<file path="config.mk">
export PLATFORM = sky130hd
export DESIGN_NAME = mp_pipe_ctrl
export DESIGN_NICKNAME = d
export VERILOG_FILES = /design/src/rtl/mp_pkg.sv /design/src/rtl/mp_celem_cell.sv /design/src/rtl/mp_stage_reg.sv /design/src/rtl/mp_pipe_ctrl.sv
export SDC_FILE = /design/constraint.sdc
export NUM_CORES = 1
export LEC_CHECK = 0
export BUFFER_PORTS_ARGS = -buffer_cell sky130_fd_sc_hd__buf_2
export CAP_MARGIN = 20
export CELL_PAD_IN_SITES_DETAIL_PLACEMENT = 0
export CELL_PAD_IN_SITES_GLOBAL_PLACEMENT = 1
export CORE_AREA = 2 2 82 84
export CTS_CLUSTER_SIZE = 20
export DETAILED_ROUTE_END_ITERATION = 10
export DIE_AREA = 0 0 84 86
export GPL_ROUTABILITY_DRIVEN = 0
export MAX_ROUTING_LAYER = met4
export PLACE_DENSITY_LB_ADDON = 0.1
export SLEW_MARGIN = 20
export SYNTH_ARGS = -nofsm -noshare
export SYNTH_HDL_FRONTEND = slang
export SYNTH_SLANG_ARGS = --single-unit
</file>
<file path="constraint.sdc">
create_clock -name clk -period 1.7 [get_ports clk]
set_input_delay 0.085 -clock clk [delete_from_list [all_inputs] [get_ports clk]]
set_output_delay 0.085 -clock clk [all_outputs]
set_load 0.1 [all_outputs]
</file>
<file path="src/rtl/mp_pkg.sv">
package mp_pkg;

    // State held by one rendezvous cell
    typedef struct packed {
        logic ctl;
    } cell_state_t;

    // Hold-state rendezvous: follow the inputs when they agree, else keep
    function automatic logic rendezvous(input logic a, input logic b, input logic prev);
        return (a == b) ? a : prev;
    endfunction

endpackage

</file>
<file path="src/rtl/mp_celem_cell.sv">
module mp_celem_cell
    import mp_pkg::*;
(
    input  logic clk,
    input  logic rst_n,
    input  logic up_i,
    input  logic dn_i,
    output logic ctl_o,
    output logic load_o
);

    logic        in_a;
    logic        in_b;
    cell_state_t st_d;
    cell_state_t st_q;

    assign in_a = up_i;
    assign in_b = ~dn_i;

    always_comb begin
        st_d     = st_q;
        st_d.ctl = rendezvous(in_a, in_b, st_q.ctl);
    end

    always_ff @(posedge clk or negedge rst_n) begin
        if (!rst_n) begin
            st_q <= '0;
        end else begin
            st_q <= st_d;
        end
    end

    assign ctl_o  = st_q.ctl;
    assign load_o = st_d.ctl ^ st_q.ctl;

    // agreeing inputs drive the output to their common value
    assert_agree_sets_R2: assert property (@(posedge clk) disable iff (!rst_n)
        (in_a == in_b) |=> (ctl_o == $past(in_a)));

    // disagreeing inputs leave the output unchanged
    assert_differ_holds_R2: assert property (@(posedge clk) disable iff (!rst_n)
        (in_a != in_b) |=> $stable(ctl_o));

endmodule

</file>
<file path="src/rtl/mp_stage_reg.sv">
module mp_stage_reg #(
    parameter int WIDTH = 8
) (
    input  logic             clk,
    input  logic             rst_n,
    input  logic             load_i,
    input  logic [WIDTH-1:0] word_i,
    output logic [WIDTH-1:0] word_o
);

    typedef struct packed {
        logic [WIDTH-1:0] word;
    } stage_state_t;

    stage_state_t st_d;
    stage_state_t st_q;

    always_comb begin
        st_d = st_q;
        if (load_i) begin
            st_d.word = word_i;
        end
    end

    always_ff @(posedge clk or negedge rst_n) begin
        if (!rst_n) begin
            st_q <= '0;
        end else begin
            st_q <= st_d;
        end
    end

    assign word_o = st_q.word;

    // a load pulse captures the upstream word at that edge
    assert_capture_R5: assert property (@(posedge clk) disable iff (!rst_n)
        load_i |=> (word_o == $past(word_i)));

    // without a load pulse the stored word is kept
    assert_hold_R5: assert property (@(posedge clk) disable iff (!rst_n)
        !load_i |=> $stable(word_o));

endmodule

</file>
<file path="src/rtl/mp_pipe_ctrl.sv">
module mp_pipe_ctrl #(
    parameter int NSTAGE = 4,
    parameter int WIDTH  = 8
) (
    input  logic             clk,
    input  logic             rst_n,
    input  logic             in_req,
    input  logic [WIDTH-1:0] in_data,
    output logic             in_ack,
    output logic             out_req,
    output logic [WIDTH-1:0] out_data,
    input  logic             out_ack
);

    localparam int LAST = NSTAGE - 1;

    logic [NSTAGE-1:0]             ctl;
    logic [NSTAGE-1:0]             load;
    logic [NSTAGE-1:0]             up_vec;
    logic [NSTAGE-1:0]             dn_vec;
    logic [NSTAGE:0][WIDTH-1:0]    word_vec;

    // upstream of cell i: producer or cell i-1; downstream: cell i+1 or consumer
    assign up_vec      = {ctl[NSTAGE-2:0], in_req};
    assign dn_vec      = {out_ack, ctl[NSTAGE-1:1]};
    assign word_vec[0] = in_data;

    for (genvar gi = 0; gi < NSTAGE; gi++) begin : g_stage
        mp_celem_cell u_cell (
            .clk    (clk),
            .rst_n  (rst_n),
            .up_i   (up_vec[gi]),
            .dn_i   (dn_vec[gi]),
            .ctl_o  (ctl[gi]),
            .load_o (load[gi])
        );

        mp_stage_reg #(.WIDTH(WIDTH)) u_reg (
            .clk    (clk),
            .rst_n  (rst_n),
            .load_i (load[gi]),
            .word_i (word_vec[gi]),
            .word_o (word_vec[gi+1])
        );

        if (gi < LAST) begin : g_pair
            // neighbouring stages never load on the same edge
            assert_no_adjacent_load_R4: assert property (@(posedge clk) disable iff (!rst_n)
                !(load[gi] && load[gi+1]));
        end
    end

    assign in_ack   = ctl[0];
    assign out_req  = ctl[LAST];
    assign out_data = word_vec[NSTAGE];

    // the producer flips its request only when the previous one was taken
    assert_req_toggle_legal_R3: assert property (@(posedge clk) disable iff (!rst_n)
        !$stable(in_req) |-> (in_req != in_ack));

    // the consumer flips its acknowledge only to take a waiting word
    assert_ack_toggle_legal_R7: assert property (@(posedge clk) disable iff (!rst_n)
        !$stable(out_ack) |-> (out_ack == out_req));

endmodule

</file>
==> qor.yml <==
outcome:
  status: "completed"
global_route:
  antenna_found_initial: 0
  grt_pass1_wl_um: 7150
  gr-usage-all-layers_pct: 12.9
  grt_overflow: 0
  grt_max_degree: 26
  grt_pass1_vias: 1350
clocking:
  htreeDepth: 2
  clk_pin_slew_ns: 0.07
  cts_hold_buf: 1
  cts_made_buffers: 5
  cts_sinks: 36
  ctsResizeCount: 0
  cts_root_buf: "clkbuf_8"
  cts_buffer_depth: 2
  tritoncts: "done"
  clk_latency_ns: 0.29
  post_cts_buffers: 0
drt:
  drc_errors: 0
  routed_wirelength_um: 4160
  viasPerCell: 5.22
  routedWlPerCell_um: 15.9
  drt_iter0_drc: 44
  drtPass1Iterations: 4
  antenna_left: 0
  num_vias: 1367
yosys:
  ys_types: 26
  synth_top_cell_by_area: "dfrtp_1"
  synth_cells: 162
  synth.area.top_cells: "dfrtp_1 (49%), mux2_2 (9.9%), o221a_2 (4.9%)"
  ys_seq_elements: 36
  synth_nets: 174
  synth_area_mm2: 0.00183
  yosys_warnings: 0
  seq_area_frac_synth_pct: 49.3
  synth_area_per_cell_um2: 11.3
  synth_top_area_share_pct: 49.3
sta:
  hold_slack_ns: 0.0265
  fmax_mhz: 637
  fin_crit_sh_pct: 92.3
  hold_viol_final: 0
  finalSetupViolations: 0
  rsz0062_at_grt: "false"
  drv_slew: 0
  tightest_slew_ns: 0.487
  post-route-min-period_ns: 1.57
  tns_ns: 0
  slew_headroom_pct: 67.8
  skew_ns: 0.00684
floorplan:
  std_cell_rows: 29
  start_util_pct: 29.1
  io_pins: 22
  die_h_um: 86
  dieArea_mm2: 0.00722
  dieWidth_um: 84
  coreArea_mm2: 0.00628
placement:
  post_dp_cell_area_mm2: 0.00200
  dp_hpwl_um: 2870
  numPortBuffers: 21
cells_and_area:
  fillers: 638
  insertedDiodeCount: 0
  final_area_mm2: 0.00212
  final_nets: 196
  area_growth_pct: 16.1
  layout-drive-gt1-share_pct: 35.7
critical_path:
  critPathCaptureType: "flip-flop"
  crit_path_start_kind: "flip-flop"
  required_ns: 1.87
  crit_type: "reg2reg"
  critPathArrivalTime_ns: 1.74
  slowest_delay_ns: 0.50
  slowest_stage: "dfrtp_1"
  cp_cell_sequence: "buf_4 > nor2_1 > nand2_1 > o221a_2"
  cp_max_fo: 18
job:
  maxCapViolCount: 0
min_path:
  holdCritPathClass: "in2reg"
-- cells in the mapped netlist (all sizes together) --
cell type	instances
clkbuf	5
mux2i	1
or4b	1
nor3b	8
o22ai	8
o311ai	1
o221a	8
a211oi	7
dfrtp	36
o21ai	15
nand2	4
nor3	7
nor2	10
buf	10
a21oi	1
nand3b	10
inv	2
nand2b	4
mux2	16
nor2b	1
o31ai	7
-- through the flow --
stage,setup WS [ns],std cells,util [%]
after floorplan,0.0788,162,-
after global routing,0.0156,262,33.8
final,0.130,262,33.8
after global placement,0.189,253,31.9
after CTS,0.133,262,33.8
after detailed placement,0.138,253,31.9
-- critical path, delay by kind of cell, from the launching register on --
| family | cells | cell delay, ns |
|---|---|---|
| buffers and inverters | 1 | 0.25 |
| flip-flops | 1 | 0.50 |
| AND/OR/NAND/NOR | 2 | 0.37 |
| AO/OA/AOI/OAI | 1 | 0.34 |
-- registers in the layout, indices dropped and copies added, names as in the netlist --
| signal | count |
|---|---|
| g_stage.u_cell.ctl_o | 4 |
| g_stage.u_reg.word_o | 32 |
-- cell type report --
type	instances	area, um2	area share [%]
clock inverters	2	35.0	1.65
clock buffers	6	72.6	3.42
well taps	77	96.3	4.54
flip-flops and latches	36	903	42.6
inverters	2	7.51	0.354
repair buffers	30	175	8.26
multi-input cells	109	831	39.2
-- metal layers --
layer / up-vias / GRT usage (%) / routed length [um]
li1: 652 / - / -
met1: 682 / 17.6 / 2080
met2: 26 / 18.5 / 1870
met3: 7 / 3.18 / 152
met4: 0 / 4.99 / 56
met5: - / - / 0
-- path summary, 6_finish.rpt --
| check | startpoint | slack, ns | end | cells after the start |
|---|---|---|---|---|
| max in group asynchronous | rst_n | 1.03 | g_stage[0].u_cell.ctl_o$_DFF_PN0_ | 3 |
| min in group asynchronous | rst_n | 0.18 | g_stage[3].u_reg.word_o[0]$_DFFE_PN0P_ | 2 |
| setup reg to reg | g_stage[2].u_cell.ctl_o$_DFF_PN0_ | 0.13 | g_stage[2].u_reg.word_o[2]$_DFFE_PN0P_ | 4 |
| setup / recovery | g_stage[2].u_cell.ctl_o$_DFF_PN0_ | 0.13 | g_stage[2].u_reg.word_o[2]$_DFFE_PN0P_ | 4 |
| hold reg to reg | g_stage[0].u_reg.word_o[7]$_DFFE_PN0P_ | 0.50 | g_stage[0].u_reg.word_o[7]$_DFFE_PN0P_ | 1 |
| hold / removal | in_data[5] | 0.03 | g_stage[0].u_reg.word_o[5]$_DFFE_PN0P_ | 2 |
-- cell families (layout without fill, tap and decap cells) --
logic type	count (synthesis)	in the layout	share of synthesized area, %
muxes	17	17	11.1
buffers and inverters	17	40	5.20
AOI/OAI and AO/OA	47	47	19.5
and+or+nand+nor	45	45	14.9
DFF	36	36	49.3
-- placed cells by master, fill, tap and decap left out --
cell,Yosys,routed
nand2_1,4,4
o21ai_0,13,13
o31ai_1,7,7
inv_1,2,2
o311ai_0,1,1
buf_4,0,8
dfrtp_2,0,2
clkbuf_1,4,1
nand2b_4,1,1
clkinv_2,0,1
dlygate4sd3_1,0,1
nor2_1,10,10
a211oi_1,7,7
nand2b_1,3,3
nor3b_1,8,8
nor2b_1,1,1
dfrtp_1,36,34
o22ai_1,8,8
nor3_1,7,7
mux2i_4,1,1
a21oi_1,1,1
nand3b_1,10,10
bufinv_16,0,1
buf_2,6,21
mux2_2,16,16
o221a_2,8,8
or4b_1,1,1
o21ai_4,2,2
clkbuf_8,0,5
Power is not shown: default switching activity piles up to over one toggle a cycle in this logic, so the estimate is an artifact.
